$ cat config.mk
export PLATFORM = sky130hd
export DESIGN_NAME = cnpc_unit
export DESIGN_NICKNAME = d
export VERILOG_FILES = /design/src/rtl/cnpc_pkg.sv /design/src/rtl/cnpc_cond.sv /design/src/rtl/cnpc_target.sv /design/src/rtl/cnpc_link.sv /design/src/rtl/cnpc_unit.sv
export SDC_FILE = /design/constraint.sdc
export NUM_CORES = 1
export LEC_CHECK = 0
export BUFFER_PORTS_ARGS = -buffer_cell sky130_fd_sc_hd__buf_4
export CAP_MARGIN = 20
export CORE_MARGIN = 5
export CORE_UTILIZATION = 31
export DETAILED_ROUTE_END_ITERATION = 10
export PLACE_DENSITY = 0.57
export SYNTH_ARGS = -nofsm -noshare
export SYNTH_HDL_FRONTEND = slang
export SYNTH_SLANG_ARGS = --single-unit
$ cat constraint.sdc
create_clock -name clk -period 2.6 [get_ports clk]
set_input_delay 0.39 -clock clk [delete_from_list [all_inputs] [get_ports clk]]
set_output_delay 0.39 -clock clk [all_outputs]
set_load 0.005 [all_outputs]
$ cat src/rtl/cnpc_pkg.sv
package cnpc_pkg;
  typedef enum logic [2:0] {
    CF_SEQ   = 3'd0,
    CF_J     = 3'd1,
    CF_JAL   = 3'd2,
    CF_JR    = 3'd3,
    CF_JALR  = 3'd4,
    CF_BEQZ  = 3'd5,
    CF_BNEZ  = 3'd6,
    CF_SEQ2  = 3'd7
  } cf_op_e;

  localparam int unsigned INSN_BYTES = 2;
  localparam int unsigned LINK_REG   = 1;
endpackage

$ cat src/rtl/cnpc_cond.sv
module cnpc_cond
  import cnpc_pkg::*;
#(
  parameter int unsigned XLEN = 32
) (
  input  cf_op_e            op,
  input  logic [XLEN-1:0]   src,
  output logic              take_rel,
  output logic              take_ind
);
  logic src_zero;

  assign src_zero = (src == '0);

  always_comb begin
    take_rel = 1'b0;
    take_ind = 1'b0;
    unique case (op)
      CF_J, CF_JAL:     take_rel = 1'b1;
      CF_BEQZ:          take_rel = src_zero;
      CF_BNEZ:          take_rel = !src_zero;
      CF_JR, CF_JALR:   take_ind = 1'b1;
      default: begin
        take_rel = 1'b0;
        take_ind = 1'b0;
      end
    endcase
  end
endmodule

$ cat src/rtl/cnpc_target.sv
module cnpc_target #(
  parameter int unsigned XLEN      = 32,
  parameter int unsigned STEP      = 2,
  parameter int unsigned ALIGN_LSB = 1
) (
  input  logic [XLEN-1:0] pc,
  input  logic [XLEN-1:0] imm,
  input  logic [XLEN-1:0] src,
  input  logic            take_rel,
  input  logic            take_ind,
  output logic [XLEN-1:0] next_pc,
  output logic [XLEN-1:0] seq_pc
);
  localparam logic [XLEN-1:0] STEP_V = XLEN'(STEP);

  logic [XLEN-1:0] rel_pc;
  logic [XLEN-1:0] ind_pc;

  assign seq_pc = pc + STEP_V;
  assign rel_pc = pc + imm;

  generate
    if (ALIGN_LSB > 0) begin : g_mask
      localparam logic [XLEN-1:0] MASK = ~XLEN'((1 << ALIGN_LSB) - 1);
      assign ind_pc = src & MASK;
    end else begin : g_nomask
      assign ind_pc = src;
    end
  endgenerate

  always_comb begin
    if (take_ind)      next_pc = ind_pc;
    else if (take_rel) next_pc = rel_pc;
    else               next_pc = seq_pc;
  end
endmodule

$ cat src/rtl/cnpc_link.sv
module cnpc_link
  import cnpc_pkg::*;
#(
  parameter int unsigned REG_IDX_W = 5
) (
  input  cf_op_e               op,
  output logic                 we,
  output logic [REG_IDX_W-1:0] idx
);
  always_comb begin
    we  = (op == CF_JAL) || (op == CF_JALR);
    idx = we ? REG_IDX_W'(LINK_REG) : '0;
  end
endmodule

$ cat src/rtl/cnpc_unit.sv
module cnpc_unit
  import cnpc_pkg::*;
#(
  parameter int unsigned     XLEN      = 32,
  parameter int unsigned     REG_IDX_W = 5,
  parameter logic [XLEN-1:0] RESET_VEC = 32'h0000_1000
) (
  input  logic                 clk,
  input  logic                 rst,
  input  logic                 valid_i,
  input  logic [2:0]           op_i,
  input  logic [XLEN-1:0]      imm_i,
  input  logic [XLEN-1:0]      src_i,
  output logic [XLEN-1:0]      pc_o,
  output logic                 link_we_o,
  output logic [REG_IDX_W-1:0] link_idx_o,
  output logic [XLEN-1:0]      link_val_o
);
  cf_op_e                op;
  logic                  take_rel;
  logic                  take_ind;
  logic [XLEN-1:0]       next_pc;
  logic [XLEN-1:0]       seq_pc;
  logic                  lk_we;
  logic [REG_IDX_W-1:0]  lk_idx;

  assign op = cf_op_e'(op_i);

  cnpc_cond #(.XLEN(XLEN)) u_cond (
    .op       (op),
    .src      (src_i),
    .take_rel (take_rel),
    .take_ind (take_ind)
  );

  cnpc_target #(.XLEN(XLEN), .STEP(INSN_BYTES), .ALIGN_LSB(1)) u_target (
    .pc       (pc_o),
    .imm      (imm_i),
    .src      (src_i),
    .take_rel (take_rel),
    .take_ind (take_ind),
    .next_pc  (next_pc),
    .seq_pc   (seq_pc)
  );

  cnpc_link #(.REG_IDX_W(REG_IDX_W)) u_link (
    .op  (op),
    .we  (lk_we),
    .idx (lk_idx)
  );

  always_ff @(posedge clk) begin
    if (rst) begin
      pc_o       <= RESET_VEC;
      link_we_o  <= 1'b0;
      link_idx_o <= '0;
      link_val_o <= '0;
    end else if (valid_i) begin
      pc_o       <= next_pc;
      link_we_o  <= lk_we;
      link_idx_o <= lk_idx;
      link_val_o <= seq_pc;
    end else begin
      link_we_o  <= 1'b0;
      link_idx_o <= '0;
    end
  end

  AST_HOLD_IDLE: assert property (@(posedge clk) disable iff (rst)
    !valid_i |=> ($stable(pc_o) && !link_we_o));

  AST_IND_ALIGNED: assert property (@(posedge clk) disable iff (rst)
    (valid_i && (op_i == 3'd3 || op_i == 3'd4)) |=> (pc_o[0] == 1'b0));

  AST_JALR_LINK: assert property (@(posedge clk) disable iff (rst)
    (valid_i && op_i == 3'd4) |=> (link_we_o && link_val_o == $past(pc_o) + XLEN'(2)));

  AST_JAL_LINK: assert property (@(posedge clk) disable iff (rst)
    (valid_i && op_i == 3'd2) |=> (link_we_o && pc_o == $past(pc_o) + $past(imm_i)));

  AST_J_NO_WRITE: assert property (@(posedge clk) disable iff (rst)
    (valid_i && op_i == 3'd1) |=> (!link_we_o && link_idx_o == '0));

  AST_SEQ_STEP: assert property (@(posedge clk) disable iff (rst)
    (valid_i && (op_i == 3'd0 || op_i == 3'd7)) |=> (pc_o == $past(pc_o) + XLEN'(2) && !link_we_o));

  AST_BR_NOT_TAKEN: assert property (@(posedge clk) disable iff (rst)
    (valid_i && op_i == 3'd5 && src_i != '0) |=> (pc_o == $past(pc_o) + XLEN'(2)));

  AST_LINK_IDX: assert property (@(posedge clk) disable iff (rst)
    link_we_o |-> (link_idx_o == REG_IDX_W'(1)));
endmodule

**Word level (Yosys, flattened, before mapping)**

Index checks and enable logic that the tools add are counted.
Widths: inputs -> output; s select.

- $add $sub $neg: 2
- Multipliers: 0
- Div/mod/pow operators: 0
- Order comparisons: 0
- Equality and inequality tests: 6
- Shift operators: 0
- Multiplexer cells: 5
- Bitwise operators: 1
- Reduce and logical (&&, ||, !) cells: 6

Operators by type and width:

| kind | number |
|---|---|
| $mux 32 | 2 |
| $add 32x2->32 const B | 1 |
| $add 32x32->32 | 1 |
| $logic_not 32->1 | 1 |
| $eq 3x3->1 const B | 3 |
| $eq 3x2->1 const B | 2 |
| $reduce_or 2->1 | 3 |
| $eq 3x1->1 const B | 1 |
| $pmux 1 s3 | 1 |
| $mux 1 | 2 |
| $logic_not 1->1 | 1 |
| $logic_or 1x1->1 | 1 |
| $not 1->1 | 1 |

- Bits in registers: 70
- Bits in latches: 0
- Bits in writable memories: 0
- Memory bits (read-only): 0
- Input bits: 70
- Output and inout bits: 70
- Logic and storage cells: 24
- Memories kept: 0

**Logic depth before layout (Yosys ltp)**

Gate-level depths: netlist (run 1).

- Word-level depth: 5
- Depth in mapped cells: 12
- Depth with buffers taken out: 11

**Hierarchy**

Synthesis (run 1) repeated with hierarchy kept, for this count alone.

- Cells, all modules: 671
- Area total of the unflattened synthesis: 5,480.3 um^2

Modules (own cells, without submodules):

| module | times used | cells an instance | area an instance (um^2) | seq. area each (um^2) |
|---|---|---|---|---|
| cnpc_target | 1 | 426 | 2,839.0 | 0.0 |
| cnpc_unit | 1 | 219 | 2,472.4 | 1,401.3 |
| cnpc_cond | 1 | 18 | 115.1 | 0.0 |
| cnpc_link | 1 | 8 | 53.8 | 0.0 |

**Worst setup path before layout (run 1)**

No wires, ideal clock.

- Path type: input to register
- Start: input imm_i[9]
- End: register pc_o[27]
- Setup time: 0.116 ns
- Arrival: 2.523 ns
- Data required time: 2.484 ns
- Path slack: -0.038 ns
- Stages: 10
- Buffers on the path: 0
- Cell sequence: ha_1 a21o_1 a31o_2 a211oi_1 o31ai_1 a31o_1 a41o_1 a311oi_2 mux2i_1 nor2_1

- Longest elaborated chain between the ends: 3

Ends and longest elaborated chain:

| element | line | text |
|---|---|---|
| start: declaration | cnpc_unit.sv:12 | `input logic [XLEN-1:0] imm_i,` |
| $add 32x32->32 | cnpc_target.sv:20 | `assign rel_pc = pc + imm;` |
| $mux 32 | cnpc_target.sv:33 | `else if (take_rel) next_pc = rel_pc;` |
| $mux 32 | cnpc_target.sv:32 | `if (take_ind) next_pc = ind_pc;` |
| end signal: assignment | cnpc_unit.sv:59 | `pc_o <= next_pc;` |
| end: declaration | cnpc_unit.sv:14 | `output logic [XLEN-1:0] pc_o,` |

Every way passes these cells.
A chain may end at the register's enable or synchronous reset.

**Worst setup path in the final report (run 1)**

- Start: register pc_o[1]
- End: register pc_o[31]

- Longest elaborated chain between the ends: 3
- Elaborated cells between the ends (all ways): 4
- Classes of those cells: add/sub (2); mux (2)

Ends and longest elaborated chain:

| element | line |
|---|---|
| $add 32x2->32 or $add 32x32->32 (tied branches) | cnpc_target.sv:19, cnpc_target.sv:20 |
| $mux 32 (*) | cnpc_target.sv:33 |
| $mux 32 (*) | cnpc_target.sv:32 |

Mark *: on every way between the ends. The rest lies on a longest branch, timed or not.

==> results of run 1 <==
==> synthesized netlist by cell type (4+ instances only) <==
cell type | n | area, um2
a2111oi_0 | 6 | 52.6
a211oi_1 | 37 | 278
a21o_1 | 21 | 158
a21oi_1 | 46 | 230
a311oi_1 | 9 | 78.8
a31oi_1 | 12 | 75.1
and2_1 | 4 | 25.0
and3_1 | 10 | 62.6
and4_1 | 5 | 43.8
buf_1 | 4 | 15.0
buf_2 | 5 | 25.0
buf_4 | 7 | 52.6
clkbuf_1 | 32 | 120
dfxtp_1 | 65 | 1300
ha_1 | 36 | 450
inv_1 | 13 | 48.8
mux2i_1 | 9 | 90.1
nand2_1 | 57 | 214
nand2b_1 | 5 | 31.3
nand3_1 | 21 | 105
nand4_1 | 15 | 93.8
nor2_1 | 91 | 342
nor2b_1 | 6 | 37.5
nor3_1 | 7 | 35.0
nor4_1 | 9 | 56.3
o211ai_1 | 12 | 90.1
o21ai_0 | 34 | 170
xnor2_1 | 27 | 236
xor2_1 | 26 | 228
==> logic make-up (layout without fill, tap and decap cells) <==
family / count (synthesis) / after routing
simple gates: 236 / 236
flops: 65 / 65
mux: 10 / 10
xor+xnor: 53 / 53
other cells: 1 / 4
buf+inv: 61 / 302
compound gates: 214 / 214
fa+ha+maj: 37 / 37
==> what timing repair did <==
item | 4_1_cts | 5_1_grt
buffers inserted | 5 | 4
gates resized for setup | 43 | 31
cloned | 0 | 0
pin swaps | 28 | 35
endpoints found under the setup margin | 16 | 18
==> layer usage <==
metal,vias up,track usage [%],routed length [um]
met4,0,8.50,578
met2,224,29.4,8720
met5,-,0,0
met1,2785,30.1,9890
met3,34,2.31,1260
li1,2965,-,-
==> final cells by class <==
type | count | area (um2) | share of cell area (%)
Tap cell | 220 | 275 | 3.44
Clock buffer | 11 | 253 | 3.16
Clock inverter | 5 | 77.6 | 0.970
Timing Repair Buffer | 273 | 2060 | 25.8
Sequential cell | 65 | 1320 | 16.4
Inverter | 13 | 48.8 | 0.610
Multi-Input combinational cell | 554 | 3970 | 49.6
==> report_power, final <==
part	leakage [nW]	switching [mW]	internal, mW	total (mW)
clock network	0.162	0.477	0.888	1.36
registers	0.540	0.0614	1.07	1.13
logic	2.92	0.755	0.723	1.48
==> through the flow <==
step	TNS, ps	cells	total power [mW]	util, %
floorplan	0	680	1.83	-
global placement	-6370	1119	2.48	44.0
detailed placement	-6670	1119	2.47	44.0
CTS	-86.9	1138	3.92	47.5
global route	-1240	1141	4.18	48.6
finish	-163	1141	3.98	48.6
==> sequential cells by signal, summed over array words and instances (netlist names) <==
| signal | cells |
|---|---|
| link_val_o | 32 |
| link_we_o | 1 |
| pc_o | 32 |
==> worst max-delay path: stages, from the launching register on <==
cell       delay (ps)
dfxtp_4           360
ha_4              280
a211oi_4           60
o211ai_1          230
nand3_1           180
a2111o_1          470
a2111oi_4         440
o41ai_2           110
xor2_1            230
nor4_2             60
a311oi_1          180
==> worst max path at each step <==
stage | startpoint | to | slack (ps) | cells after the start
CTS | pc_o[1]$_SDFFE_PP0P_ | pc_o[21]$_SDFFE_PP0P_ | -30 | 10
finish | pc_o[1]$_SDFFE_PP0P_ | pc_o[31]$_SDFFE_PP0P_ | -90 | 10
global route | pc_o[1]$_SDFFE_PP0P_ | pc_o[31]$_SDFFE_PP0P_ | -310 | 10
floorplan | imm_i[0] | pc_o[28]$_SDFFE_PP0P_ | 20 | 11
detailed placement | src_i[17] | pc_o[19]$_SDFFE_PP0P_ | -560 | 12
global placement | imm_i[0] | pc_o[19]$_SDFFE_PP0P_ | -570 | 13
==> results.json, run 1 <==
{
  "status": "complete, but fails checks",
  "violations": "setup timing",
  "via_count": 6008,
  "port_buffers": 135,
  "drc": 0,
  "worstPathRequired_ps": 2850,
  "rr_endpoint": "pc_o[31]$_SDFFE_PP0P_",
  "drive_gt1_share_pct": 37.9,
  "synthFlopType": "dfxtp_1",
  "final_common_cell": "buf_4",
  "hpwlAfterDp_um": 16200,
  "layout_common_cells": "269 x buf_4, 91 x nor2_1, 58 x dfxtp_1",
  "wire_per_inst_um": 17.9,
  "ir_worst_vdd_v": 0.000322,
  "cts.reportedPaths.clkPinSlew_ps": 60,
  "leakage_nw": 3.62,
  "ctsHoldBuffers": 0,
  "skew_ps": 7.27,
  "dr.first_iter.drc_count": 536,
  "root_buffer": "clkbuf_16",
  "design_area_um2": 8000,
  "pre_cts_slack_ps": -563,
  "cts_tree": "built",
  "max_slew.worst_pin.slew_ps": 550,
  "cts_max_path_buffers": 2,
  "ys.warnings.count": 0,
  "areaGrowthSynthToFinish_pct": 55.1,
  "worstRegToRegCells": 10,
  "drt-total-wl_um": 20400,
  "synth_top_family_by_area": "compound AO/OA/AOI/OAI gates",
  "max-slew-margin-rel_pct": 63.3,
  "hp-start": "src_i[15]",
  "die_y_um": 139,
  "crit_type": "flip-flop to flip-flop",
  "timing.fmax_mhz": 372,
  "r2r_slack_ps": -90,
  "min_path_cells": 3,
  "die_w_um": 139,
  "synth.distinct_cells": 57,
  "ant_nets": 0,
  "critPathArrivalTime_ps": 2930,
  "synth_xor_area_share_pct": 9.00,
  "hold_viol": 0,
  "place_area_um2": 7250,
  "dr.pass1.iters": 5,
  "ys_async_sr_fraction_pct": 0,
  "synthMuxAreaShare_pct": 1.97,
  "grt.total_usage_pct": 20.2,
  "die_area_um2": 19300,
  "timing.final.ws_setup_ps": -86.3,
  "overflow": 0,
  "startpoint_type": "flip-flop",
  "nets": 1023,
  "gp_congestion": 0.920,
  "synthSimpleGateAreaFrac_pct": 21.1,
  "setup_violations": 2,
  "max-cap-violations": 0,
  "synth_edf_count": 0,
  "vias_per_cell": 5.27,
  "drv_slew": 0,
  "grt_max_degree": 52,
  "io-pin-count": 140,
  "rsz0062_at_grt": "true",
  "start_util_pct": 31.3,
  "timing.hold.ws_ps": 356,
  "whs_endpoint": "pc_o[15]$_SDFFE_PP0P_",
  "cp-end-kind": "flip-flop",
  "seq_area_frac_synth_pct": 25.2,
  "hold_class": "input pin to flip-flop",
  "post-route-min-period_ps": 2690,
  "fp-row-count": 47,
  "n_antenna_cell": 0,
  "n_fill_cell": 1662,
  "grt_pass1_vias": 5732,
  "cts_sinks": 65,
  "numCtsBuffers": 9,
  "synth_area_per_cell_um2": 7.62,
  "finalCritPeriodShare_pct": 103,
  "powerDensity_nw_per_um2": 497,
  "path_max_fanout": 3,
  "synthCells": 677,
  "r2r-start": "pc_o[1]$_SDFFE_PP0P_",
  "core_area_um2": 16500,
  "synth-compound-area-share_pct": 28.5,
  "htreeDepth": 3,
  "ys_seq_elements": 65,
  "synthAdderAreaFrac_pct": 9.12,
  "insertion_delay_ps": 340,
  "grt_first_pass_wirelength_um": 31300,
  "antenna_found_initial": 0,
  "syn_area_um2": 5160
}
Power figures use the tool's default switching activity.
==> run 2: changes to the inputs <==
Settings changed: PLACE_DENSITY 0.57 to default.
==> results.json, run 2 (synthesis gave the netlist of run 1 again) <==
{
  "cts_sinks": 65,
  "dr.pass1.iters": 5,
  "cts.reportedPaths.clkPinSlew_ps": 60,
  "skew_ps": 4.18,
  "cts_tree": "built",
  "wl_met2_um": 8890,
  "cp-end-kind": "flip-flop",
  "critPathArrivalTime_ps": 2910,
  "rsz0062_at_grt": "true",
  "leakage_nw": 3.59,
  "tns_ps": -102,
  "grt_max_degree": 56,
  "post-route-min-period_ps": 2650,
  "path_max_fanout": 3,
  "hold_viol": 0,
  "antenna_found_initial": 0,
  "die_y_um": 139,
  "wire_per_inst_um": 17.8,
  "grt_first_pass_wirelength_um": 31200,
  "worstPathRequired_ps": 2850,
  "drive_gt1_share_pct": 38.0,
  "violations": "setup timing",
  "design_area_um2": 7930,
  "status": "complete, but fails checks",
  "met3_length_um": 1280,
  "overflow": 0,
  "insertion_delay_ps": 340,
  "cts_max_path_buffers": 2,
  "timing.hold.ws_ps": 345,
  "drc": 0,
  "max-cap-violations": 0,
  "die_w_um": 139,
  "nets": 1023,
  "reg_top3": "link_val_o: 32 flops, pc_o: 32 flops, link_we_o: 1 flops",
  "fp-row-count": 47,
  "die_area_um2": 19300,
  "numCtsBuffers": 9,
  "root_buffer": "clkbuf_16",
  "hold_class": "input pin to flip-flop",
  "n_antenna_cell": 0,
  "setup_violations": 2,
  "startpoint_type": "flip-flop",
  "ctsHoldBuffers": 0,
  "timing.fmax_mhz": 377,
  "met1_length_um": 9720,
  "ant_nets": 0,
  "drv_slew": 0,
  "port_buffers": 135,
  "fin_util_pct": 48.2,
  "core_area_um2": 16500,
  "final_common_cell": "buf_4",
  "pre_cts_slack_ps": -614,
  "max-slew-margin-rel_pct": 60.9,
  "place_area_um2": 7270,
  "vias_per_cell": 5.22,
  "start_util_pct": 31.3,
  "total_power_mw": 3.85,
  "drt-total-wl_um": 20300,
  "place_inst": 1121,
  "hpwlAfterDp_um": 16200,
  "grt_pass1_vias": 5675,
  "htreeDepth": 3,
  "powerDensity_nw_per_um2": 485,
  "ir_worst_vdd_v": 0.000310,
  "dr.first_iter.drc_count": 483,
  "areaGrowthSynthToFinish_pct": 53.8,
  "routed.top_layer": "met4",
  "finalCritPeriodShare_pct": 102,
  "gp_congestion": 0.946,
  "grt.total_usage_pct": 20.2,
  "layout_common_cells": "271 x buf_4, 91 x nor2_1, 58 x dfxtp_1",
  "r2r_slack_ps": -50,
  "final_cells": 1141,
  "timing.final.ws_setup_ps": -52.6,
  "io-pin-count": 140,
  "via_count": 5960,
  "crit_type": "flip-flop to flip-flop",
  "max_slew.worst_pin.slew_ps": 582
}
## run 2: changes by cell type in the layout (fill, tap and decap cells not counted), moves of 2 or more
| cell | delta |
|---|---|
| inv_6 | +2 |
| buf_4 | +2 |
| clkinv_4 | +2 |
| clkbuf_8 | -2 |
| buf_6 | -2 |
| o21ai_2 | +2 |
## run 2: worst max-delay path: stages, from the launching register on
cell and delay, ps:
dfxtp_4 360, ha_4 280, a211oi_4 60, o211ai_1 230, nand3_2 130, a2111o_1 500, a2111oi_4 400, o41ai_2 120
xor2_1 180, nor4_1 60, a311oi_1 230
## run 2: final cells by class
type / count / area, um2
repair buffers: 273 / 2060
inverters: 13 / 48.8
flip-flops and latches: 65 / 1310
clock buffers: 9 / 225
well taps: 220 / 275
clock inverters: 7 / 77.6
fillers: 1669 / 8540
multi-input cells: 554 / 3930
## run 2: what timing repair did
item / 4_1_cts / 5_1_grt
setup buffers: 2 / 3
endpoints found under the setup margin: 12 / 16
pin swaps: 16 / 24
resized for setup: 29 / 39
## run 2: layer usage
metal	track usage, %	vias up
met5	0	-
met4	6.13	0
met3	3.86	26
met2	30.3	243
met1	29.3	2728
li1	-	2963
## run 2: power breakdown
group          internal (mW)  switching, mW
registers               1.07         0.0629
logic                  0.712          0.747
clock network          0.750          0.502
## run 2: path summary, 6_finish.rpt
kind,start,endpoint,depth (start not counted)
worst min-delay path,src_i[13],pc_o[13]$_SDFFE_PP0P_,3
worst max-delay path,pc_o[1]$_SDFFE_PP0P_,pc_o[31]$_SDFFE_PP0P_,10
worst min register to register,link_val_o[1]$_SDFFE_PP0P_,link_val_o[1]$_SDFFE_PP0P_,2
worst max register to register,pc_o[1]$_SDFFE_PP0P_,pc_o[31]$_SDFFE_PP0P_,10
==> run 3: changes to the inputs <==
Settings changed: SYNTH_HIERARCHICAL from default to 1.
==> results.json, run 3 <==
{
  "synth_largest_area_cell": "dfxtp_1",
  "max-slew-margin-rel_pct": 66.1,
  "tns_ps": -356,
  "worstPathRequired_ps": 2830,
  "crit_end": "pc_o[24]$_SDFFE_PP0P_",
  "critPathLaunch": "pc_o[0]$_SDFFE_PP0P_",
  "hold_viol": 0,
  "final_common_cell": "buf_4",
  "drive_gt1_share_pct": 38.0,
  "synth_most_common_cell": "nor2_1",
  "reg_top3": "link_val_o: 32 flops, pc_o: 32 flops, link_idx_o: 5 flops",
  "powerDensity_nw_per_um2": 517,
  "fp-row-count": 48,
  "synthTopCellsByCount": "100 x nor2_1, 70 x dfxtp_1, 66 x mux2i_1, 57 x nand2_1, 51 x a21oi_1",
  "port_buffers": 139,
  "r2r-start": "pc_o[0]$_SDFFE_PP0P_",
  "skew_ps": 9.85,
  "worstPathBufferInverterCount": 0,
  "die_w_um": 143,
  "startpoint_type": "flip-flop",
  "grt_pass1_vias": 5533,
  "hold_class": "input pin to flip-flop",
  "rr_endpoint": "pc_o[24]$_SDFFE_PP0P_",
  "path_max_fanout": 3,
  "synth_top_cell_area_share_pct": 25.6,
  "insertion_delay_ps": 350,
  "ys_async_sr_fraction_pct": 0,
  "wl_met2_um": 8690,
  "design_area_um2": 8150,
  "synth.distinct_cells": 72,
  "synth_area_per_cell_um2": 8.17,
  "total_power_mw": 4.21,
  "syn_area_um2": 5480,
  "rsz0062_at_grt": "true",
  "gp_congestion": 0.899,
  "post-route-min-period_ps": 2740,
  "areaGrowthSynthToFinish_pct": 48.7,
  "finalCritPeriodShare_pct": 105,
  "drt-total-wl_um": 18900,
  "cp-end-kind": "flip-flop",
  "ys_top_cells_by_area": "dfxtp_1 26%, mux2i_1 12%, ha_1 7.3%",
  "max_slew.worst_pin.slew_ps": 503,
  "violations": "setup timing",
  "path_cells": "ha_4 -> fa_2 -> a211oi_2 -> o21ai_2 -> o21a_2 -> o31ai_4 -> o311ai_4 -> a31oi_2 -> o21bai_2 -> nor4_1 -> a211oi_1 -> mux2i_1 -> nor2_1",
  "numCtsBuffers": 9,
  "n_antenna_cell": 0,
  "grt_max_degree": 38,
  "drc": 0,
  "cts_max_path_buffers": 2,
  "synthCells": 671,
  "layout_common_cells": "271 x buf_4, 97 x nor2_1, 66 x mux2i_1",
  "met3_length_um": 1110,
  "dr.pass1.iters": 5,
  "io-pin-count": 140,
  "hpwlAfterDp_um": 15000,
  "critPathArrivalTime_ps": 2970,
  "crit_cells": 13,
  "wire_per_inst_um": 16.6,
  "grt_first_pass_wirelength_um": 29400,
  "cts.reportedPaths.clkPinSlew_ps": 60,
  "start_util_pct": 31.7,
  "nets": 1016,
  "r2r_slack_ps": -140,
  "critPathMaxStageDelay_ps": 380,
  "cts_sinks": 70,
  "seq_area_frac_synth_pct": 25.6,
  "status": "complete, but fails checks",
  "die_area_um2": 20400,
  "crit_type": "flip-flop to flip-flop",
  "via_count": 5754,
  "dr.first_iter.drc_count": 280,
  "crit_family": "compound AO/OA/AOI/OAI gates",
  "n_fill_cell": 1734,
  "antenna_found_initial": 0,
  "synthFlopType": "dfxtp_1",
  "grt.total_usage_pct": 18.2,
  "setup_violations": 4,
  "crit_path_top_delay_cell": "fa_2",
  "routed.top_layer": "met4",
  "ant_nets": 0,
  "timing.fmax_mhz": 365,
  "place_area_um2": 7510,
  "vias_per_cell": 5.03,
  "cts_tree": "built",
  "ys_seq_elements": 70,
  "ys.warnings.count": 6,
  "ir_worst_vdd_v": 0.000362,
  "met1_length_um": 8870,
  "drv_slew": 0,
  "worstRegToRegCells": 13,
  "core_area_um2": 17300,
  "timing.final.ws_setup_ps": -142,
  "synth_edf_count": 0,
  "root_buffer": "clkbuf_16",
  "overflow": 0,
  "leakage_nw": 3.93,
  "max-cap-violations": 0,
  "die_y_um": 143,
  "htreeDepth": 3
}
run 3: power breakdown:
group / switching, mW / internal (mW) / total [mW]
Sequential: 0.0628 / 1.15 / 1.21
Clock: 0.499 / 0.941 / 1.44
Combinational: 0.759 / 0.801 / 1.56
Total: 1.32 / 2.89 / 4.21
run 3: per-layer routing:
metal,GRT usage (%),up-vias
met5,0,-
met3,4.22,16
met1,24.9,2695
met2,29.0,158
li1,-,2885
met4,4.70,0
run 3: area by class of cell:
class	instances	area (um2)	area share, %
Clock buffer	11	233	2.85
Clock inverter	5	108	1.32
Inverter	11	41.3	0.507
Multi-Input combinational cell	548	4010	49.2
Sequential cell	70	1410	17.3
Tap cell	225	282	3.45
Timing Repair Buffer	273	2070	25.3
run 3: per-stage QoR:
step	std cells	hold slack, ps	util, %	setup slack (ps)
after CTS	1136	358	45.7	-127
after global routing	1143	382	47.1	-254
after global placement	1119	478	43.4	-333
after floorplan	674	485	-	-102
after detailed placement	1119	481	43.4	-359
final	1143	372	47.1	-142
run 3: logic make-up (layout without fill, tap and decap cells):
family          Yosys count  count (layout)  share of synthesized area [%]
simple gates            231             231                           19.7
compound gates          154             154                           19.0
flops                    70              70                           25.6
mux                      69              69                           12.7
xor+xnor                 57              57                           9.11
buf+inv                  56             300                           6.21
fa+ha+maj                33              33                           7.67
other cells               1               4                         0.0684
run 3: worst min-delay path by stage:
stage / startpoint / endpoint / cells after the start
final: op_i[0] / link_we_o$_SDFF_PP0_ / 3
after global routing: op_i[0] / link_we_o$_SDFF_PP0_ / 3
after CTS: op_i[0] / link_we_o$_SDFF_PP0_ / 3
after detailed placement: link_val_o[27]$_SDFFE_PP0P_ / link_val_o[27]$_SDFFE_PP0P_ / 2
after global placement: link_val_o[19]$_SDFFE_PP0P_ / link_val_o[19]$_SDFFE_PP0P_ / 2
after floorplan: link_val_o[10]$_SDFFE_PP0P_ / link_val_o[10]$_SDFFE_PP0P_ / 2
run 3: repair_timing:
item                                    in CTS  in global routing
endpoints found under the setup margin      12                 18
gates resized for setup                     11                 38
buffers inserted                             1                  8
hold buffers                                 0                  0
pin swaps                                    7                 23
endpoints found under the hold margin        0                  0
run 3: tightest hold or removal path: stages:
cell and delay (ps):
buf_4 110, nor2_1 50, and2_1 120
